==> src/rtl/ptp_time_counter.sv <==
module ptp_time_counter #(
  parameter int          AW       = 3,
  parameter logic [63:0] INC_FAST = 64'h0000_0001_9999_9999,
  parameter logic [63:0] INC_MID  = 64'h0000_0003_3333_3333,
  parameter logic [63:0] INC_SLOW = 64'h0000_0020_0000_0000
) (
  input  logic          clk,
  input  logic          rst_n,
  input  logic [1:0]    link_speed,
  input  logic          bus_wr,
  input  logic          bus_rd,
  input  logic [AW-1:0] bus_addr,
  input  logic [31:0]   bus_wdata,
  output logic [31:0]   bus_rdata,
  output logic [63:0]   time_ns
);
  localparam logic [AW-1:0] A_TLO = AW'(0), A_THI = AW'(1), A_ILO = AW'(2),
                            A_IHI = AW'(3), A_CTL = AW'(4);

  logic [63:0] tm_q, inc_q;
  logic [31:0] frac_q, tstage_q, istage_q, snap_q;
  logic        run_q;
  logic [1:0]  spd_q;
  logic [63:0] dflt_inc;
  logic [95:0] sum;
  logic        t_commit, i_commit;

  assign t_commit = bus_wr && bus_addr == A_THI;
  assign i_commit = bus_wr && bus_addr == A_IHI;
  assign sum      = {tm_q, frac_q} + {32'd0, inc_q};
  assign time_ns  = tm_q;

  always_comb begin
    case (link_speed)
      2'd1:    dflt_inc = INC_MID;
      2'd2:    dflt_inc = INC_SLOW;
      2'd3:    dflt_inc = 64'd0;
      default: dflt_inc = INC_FAST;
    endcase
  end

  always_comb begin
    case (bus_addr)
      A_TLO:   bus_rdata = tm_q[31:0];
      A_THI:   bus_rdata = snap_q;
      A_ILO:   bus_rdata = inc_q[31:0];
      A_IHI:   bus_rdata = inc_q[63:32];
      A_CTL:   bus_rdata = {31'd0, run_q};
      default: bus_rdata = 32'd0;
    endcase
  end

  always_ff @(posedge clk) begin
    if (!rst_n) begin
      tm_q     <= '0;
      frac_q   <= '0;
      inc_q    <= INC_FAST;
      tstage_q <= '0;
      istage_q <= '0;
      snap_q   <= '0;
      run_q    <= 1'b0;
      spd_q    <= 2'd0;
    end else begin
      if (t_commit) begin
        tm_q   <= {bus_wdata, tstage_q};
        frac_q <= '0;
      end else if (run_q) begin
        {tm_q, frac_q} <= sum;
      end

      if (i_commit)                 inc_q <= {bus_wdata, istage_q};
      else if (link_speed != spd_q) inc_q <= dflt_inc;
      spd_q <= link_speed;

      if (bus_wr && bus_addr == A_TLO) tstage_q <= bus_wdata;
      if (bus_wr && bus_addr == A_ILO) istage_q <= bus_wdata;
      if (bus_wr && bus_addr == A_CTL) run_q    <= bus_wdata[0];
      if (bus_rd && bus_addr == A_TLO) snap_q   <= tm_q[63:32];
    end
  end
endmodule


==> config.mk <==
export PLATFORM = sky130hd
export DESIGN_NAME = ptp_time_counter
export DESIGN_NICKNAME = d
export VERILOG_FILES = /design/src/rtl/ptp_time_counter.sv
export SDC_FILE = /design/constraint.sdc
export NUM_CORES = 1
export LEC_CHECK = 0
export BUFFER_PORTS_ARGS = -buffer_cell sky130_fd_sc_hd__buf_2
export CAP_MARGIN = 20
export CORE_ASPECT_RATIO = 1.2
export CORE_MARGIN = 8
export CORE_UTILIZATION = 51
export DETAILED_ROUTE_END_ITERATION = 8
export PLACE_DENSITY_LB_ADDON = 0.15
export SLEW_MARGIN = 20
export SYNTH_ARGS = -nofsm -noshare
export SYNTH_HDL_FRONTEND = slang
export SYNTH_SLANG_ARGS = --single-unit
==> constraint.sdc <==
create_clock -name clk -period 4.9 [get_ports clk]
set_input_delay 0.245 -clock clk [delete_from_list [all_inputs] [get_ports clk]]
set_output_delay 0.245 -clock clk [all_outputs]
set_load 0.01 [all_outputs]
==> impl_metrics.env <==
export IMPL_final_net_count=2019
export IMPL_synth_cell_type_count=84
export IMPL_clock_sink_count=259
export IMPL_global_route_overflow_total=0
export IMPL_timing_reg2reg_worst_path_depth=11
export IMPL_grt_start_max_net_pins=66
export IMPL_p_seq_frac=0.451
export IMPL_max_freq_mhz=240.2
export IMPL_max_slew_worst_pin_slew_ps=1143
export IMPL_gp_routability_congestion=0.9362
export IMPL_max_slew_margin=0.2383
export IMPL_count_of_final_hold_check_violations=0
export IMPL_dieHeight_um=201.5
export IMPL_grt_total_usage=0.3130
export IMPL_avgViaCountPerCell=6.346
export IMPL_timing_max_cap_violations=0
export IMPL_power_share_combinational=0.105
export IMPL_dpl_worst_slack_ps=832.1
export IMPL_start_util=0.5132
export IMPL_grt_pass1_vias=14070
export IMPL_number_of_enable_type_register_cells_in_the_synthesized_netlist=0
export IMPL_pwr_share_clk=0.444
export IMPL_syn_inst=1836
export IMPL_crit_path_cell_trace="ha_1 -> a21o_1 -> a21o_1 -> a221oi_1 -> o21ai_0 -> o21ai_0 -> a21boi_0 -> o21ai_1 -> nor2_1 -> and3_1 -> nor4_1"
export IMPL_reg2reg_from="inc_q[27]"
export IMPL_placement_rows=68
export IMPL_post_dp_hpwl_um=40190
export IMPL_syn_cell_area_um2=14630
export IMPL_cts_max_level=1
export IMPL_cell_internal_pwr_w=0.003639
export IMPL_min_period_over_period=0.8498
export IMPL_first_pass_iters=6
export IMPL_drt_iter0_drc=1478
export IMPL_most_common_layout_cells="287 x nand2_1, 260 x a21oi_1, 258 x dfxtp_1"
export IMPL_clkTransAtPathRegs_ps=60
export IMPL_antenna_diode_count=0
export IMPL_synth_nets=1942
export IMPL_timing_hold_worst_endpoint="tstage_q[17]"
export IMPL_leakage_nw=6.549
export IMPL_final_setup_worst_slack_ps=736.0
export IMPL_setup_worst_path_start="inc_q[27]"
export IMPL_tritoncts="done"
export IMPL_post_drt_wl_per_cell_um=23.66
export IMPL_top_level_ports=137
export IMPL_routed_wl_um=54830
export IMPL_design_die_area_um2=34380
export IMPL_switching_share_of_power=0.2678
export IMPL_synth_async_reset_ratio=0
export IMPL_cp_slowest_stage_delay_ps=910
export IMPL_yosysWarningCount=0
export IMPL_area_inside_the_core_boundary_um2=28500
export IMPL_max_clock_path_buffers=3
export IMPL_dpl_instance_area_um2=15420
export IMPL_end_kind="flop"
export IMPL_cellPowerDensity_nw_per_um2=300.5
export IMPL_nature_of_the_critical_path_startpoint="flop"
export IMPL_layout_min_cycle_time_ps=4164
export IMPL_cp_num_buf_inv=0
export IMPL_slowest_stage="o21ai_1"
export IMPL_io_buffer_count=136
export IMPL_criticalPathCategory="reg2reg"
export IMPL_die_width_um=170.6
export IMPL_tritoncts_num_buffers=28
export IMPL_worstHoldStart="bus_wdata[17]"
export IMPL_report_final_setup_viol=0
export IMPL_syn_avg_cell_area_um2=7.967
export IMPL_timing_reg2reg_setup_slack_ps=740
export IMPL_tns_ps=0
export IMPL_cpLargestDelayFamily="compound AO/OA/AOI/OAI gates"
export IMPL_final_layout_size_suffix_gt1_frac=0.1320
export IMPL_setup_repair_after_global_routing_missed_its_margin="no"
export IMPL_timing_rr_end="time_ns[54]"
export IMPL_timing_hold_worst_class="in2reg"
export IMPL_switching_power_w=0.001331
export IMPL_post_synthesis_sequential_element_count=259
export IMPL_worst_endpoint_arrival_ps=4630
export IMPL_synth_main_ff_cell="dfxtp_1"
export IMPL_syn_to_final_growth_pct=13.09
export IMPL_worst_ir_drop_vdd_uv=257.0
export IMPL_num_fill_cells=2756
export IMPL_synth_seq_area_share=0.3545
export IMPL_clock_tree_root_cell="clkbuf_16"
export IMPL_post_route_drc_count=0
export IMPL_most_frequent_standard_cell_in_the_layout_excluding_fill_and_tap_cells="nand2_1"
export IMPL_clock_insertion_delay_worst_skew_ps=560
export IMPL_drv_slew=0
export IMPL_grt_first_pass_wirelength_um=84390
export IMPL_worst_clock_skew_ps=16.44
export IMPL_postRouteAntennaNets=0
export IMPL_routed_via_count=14700
export IMPL_antenna_found_initial=0
export IMPL_critical_path_data_required_time_ps=5360
export IMPL_power_w=0.004970
export IMPL_hold_worst_slack_ps=15.52
export IMPL_finalInstanceArea_um2=16540
export IMPL_status="complete, no violations"
export IMPL_critical_path_max_fanout=11
export IMPL_hold_path_depth=3
-- metal layers --
layer  up-vias  track usage  share of wire
li1       6812            -              -
met5         -            0              0
met1      7037       0.4142           0.42
met4         0       0.1117          0.036
met2       730       0.5050           0.46
met3       124      0.05118          0.086
-- metrics by stage --
step,std cells,util
after detailed placement,2251,0.5409
after CTS,2317,0.5801
after global routing,2317,0.5803
after global placement,2251,0.5409
after floorplan,1836,-
final,2317,0.5803
-- flip-flops by register name, summed over array words and instances, names as in the netlist --
signal    cells
frac_q       32
snap_q       32
run_q         1
tstage_q     32
istage_q     32
spd_q         2
inc_q        64
time_ns      64
-- cell usage after synthesis, types with 8 or more instances --
cell type	instances	area (um^2)
o211ai_1	8	60.06
a21o_1	40	300.3
a31oi_1	13	81.33
a211oi_1	12	90.09
a22oi_1	50	375.4
ha_1	64	800.8
or2_2	10	62.56
nand4_1	37	231.5
o21bai_1	14	105.1
nand3_1	24	120.1
o21ai_0	97	485.5
mux2i_1	35	350.3
nor2_1	132	495.5
a21oi_1	260	1301
buf_1	9	33.78
xnor2_1	60	525.5
clkbuf_1	108	405.4
or3_1	8	50.05
dfxtp_1	259	5185
nor4_1	12	75.07
nor3_1	25	125.1
a22o_1	30	262.8
inv_1	28	105.1
a221o_1	49	490.5
xor2_1	28	245.2
nand2_1	288	1081
and3_1	9	56.30
-- worst max path at each step --
stage	to	slack (ps)	cells past startpoint
2_1_floorplan	time_ns[60]	1990	13
3_5_place_dp	time_ns[54]	830	11
3_3_place_gp	time_ns[54]	910	12
5_1_grt	time_ns[54]	500	12
4_1_cts	time_ns[54]	810	11
6_report	time_ns[54]	740	11
-- logic make-up (layout without fill, tap and decap cells) --
family	count (synthesis)	after routing	synth area share
AO/OA/AOI/OAI	638	638	0.2826
multiplexers	37	37	0.02549
buffers and inverters	161	257	0.04902
XOR/XNOR	88	88	0.05269
adder cells (fa/ha/maj)	65	65	0.05612
AND/OR/NAND/NOR	588	588	0.1796
flip-flops	259	259	0.3545
-- tightest hold or removal path, cell delays in order --
cell	delay, ps
buf_2	150
nand2_1	70
a21oi_1	50
-- timing repair --
item | in CTS | in global routing
setup endpoints to repair | 0 | 0
hold buffers | 17 | 0
setup buffers | 0 | 0
hold endpoints to repair | 20 | 0
resized for setup | 0 | 0
-- power by group through the flow --
stage | combinational [W] | sequential (W) | clock, W
after floorplan | 0.000326 | 0.00226 | 0
after global placement | 0.000493 | 0.00228 | 0
after detailed placement | 0.000497 | 0.00229 | 0
after CTS | 0.000511 | 0.00224 | 0.00222
after global routing | 0.000561 | 0.00225 | 0.00231
final | 0.000520 | 0.00224 | 0.00221
-- layout make-up --
| cell class | count | area [um^2] | share of cell area |
|---|---|---|---|
| clock buffer | 36 | 792.0 | 0.04788 |
| clock inverter | 13 | 156.4 | 0.009455 |
| inverter | 29 | 111.4 | 0.006732 |
| multi-input combinational | 1416 | 8765 | 0.5299 |
| sequential | 259 | 5189 | 0.3137 |
| tap | 385 | 481.7 | 0.02912 |
| timing repair buffer | 179 | 1046 | 0.06324 |
Note: power is estimated with default switching activity, not from simulation.
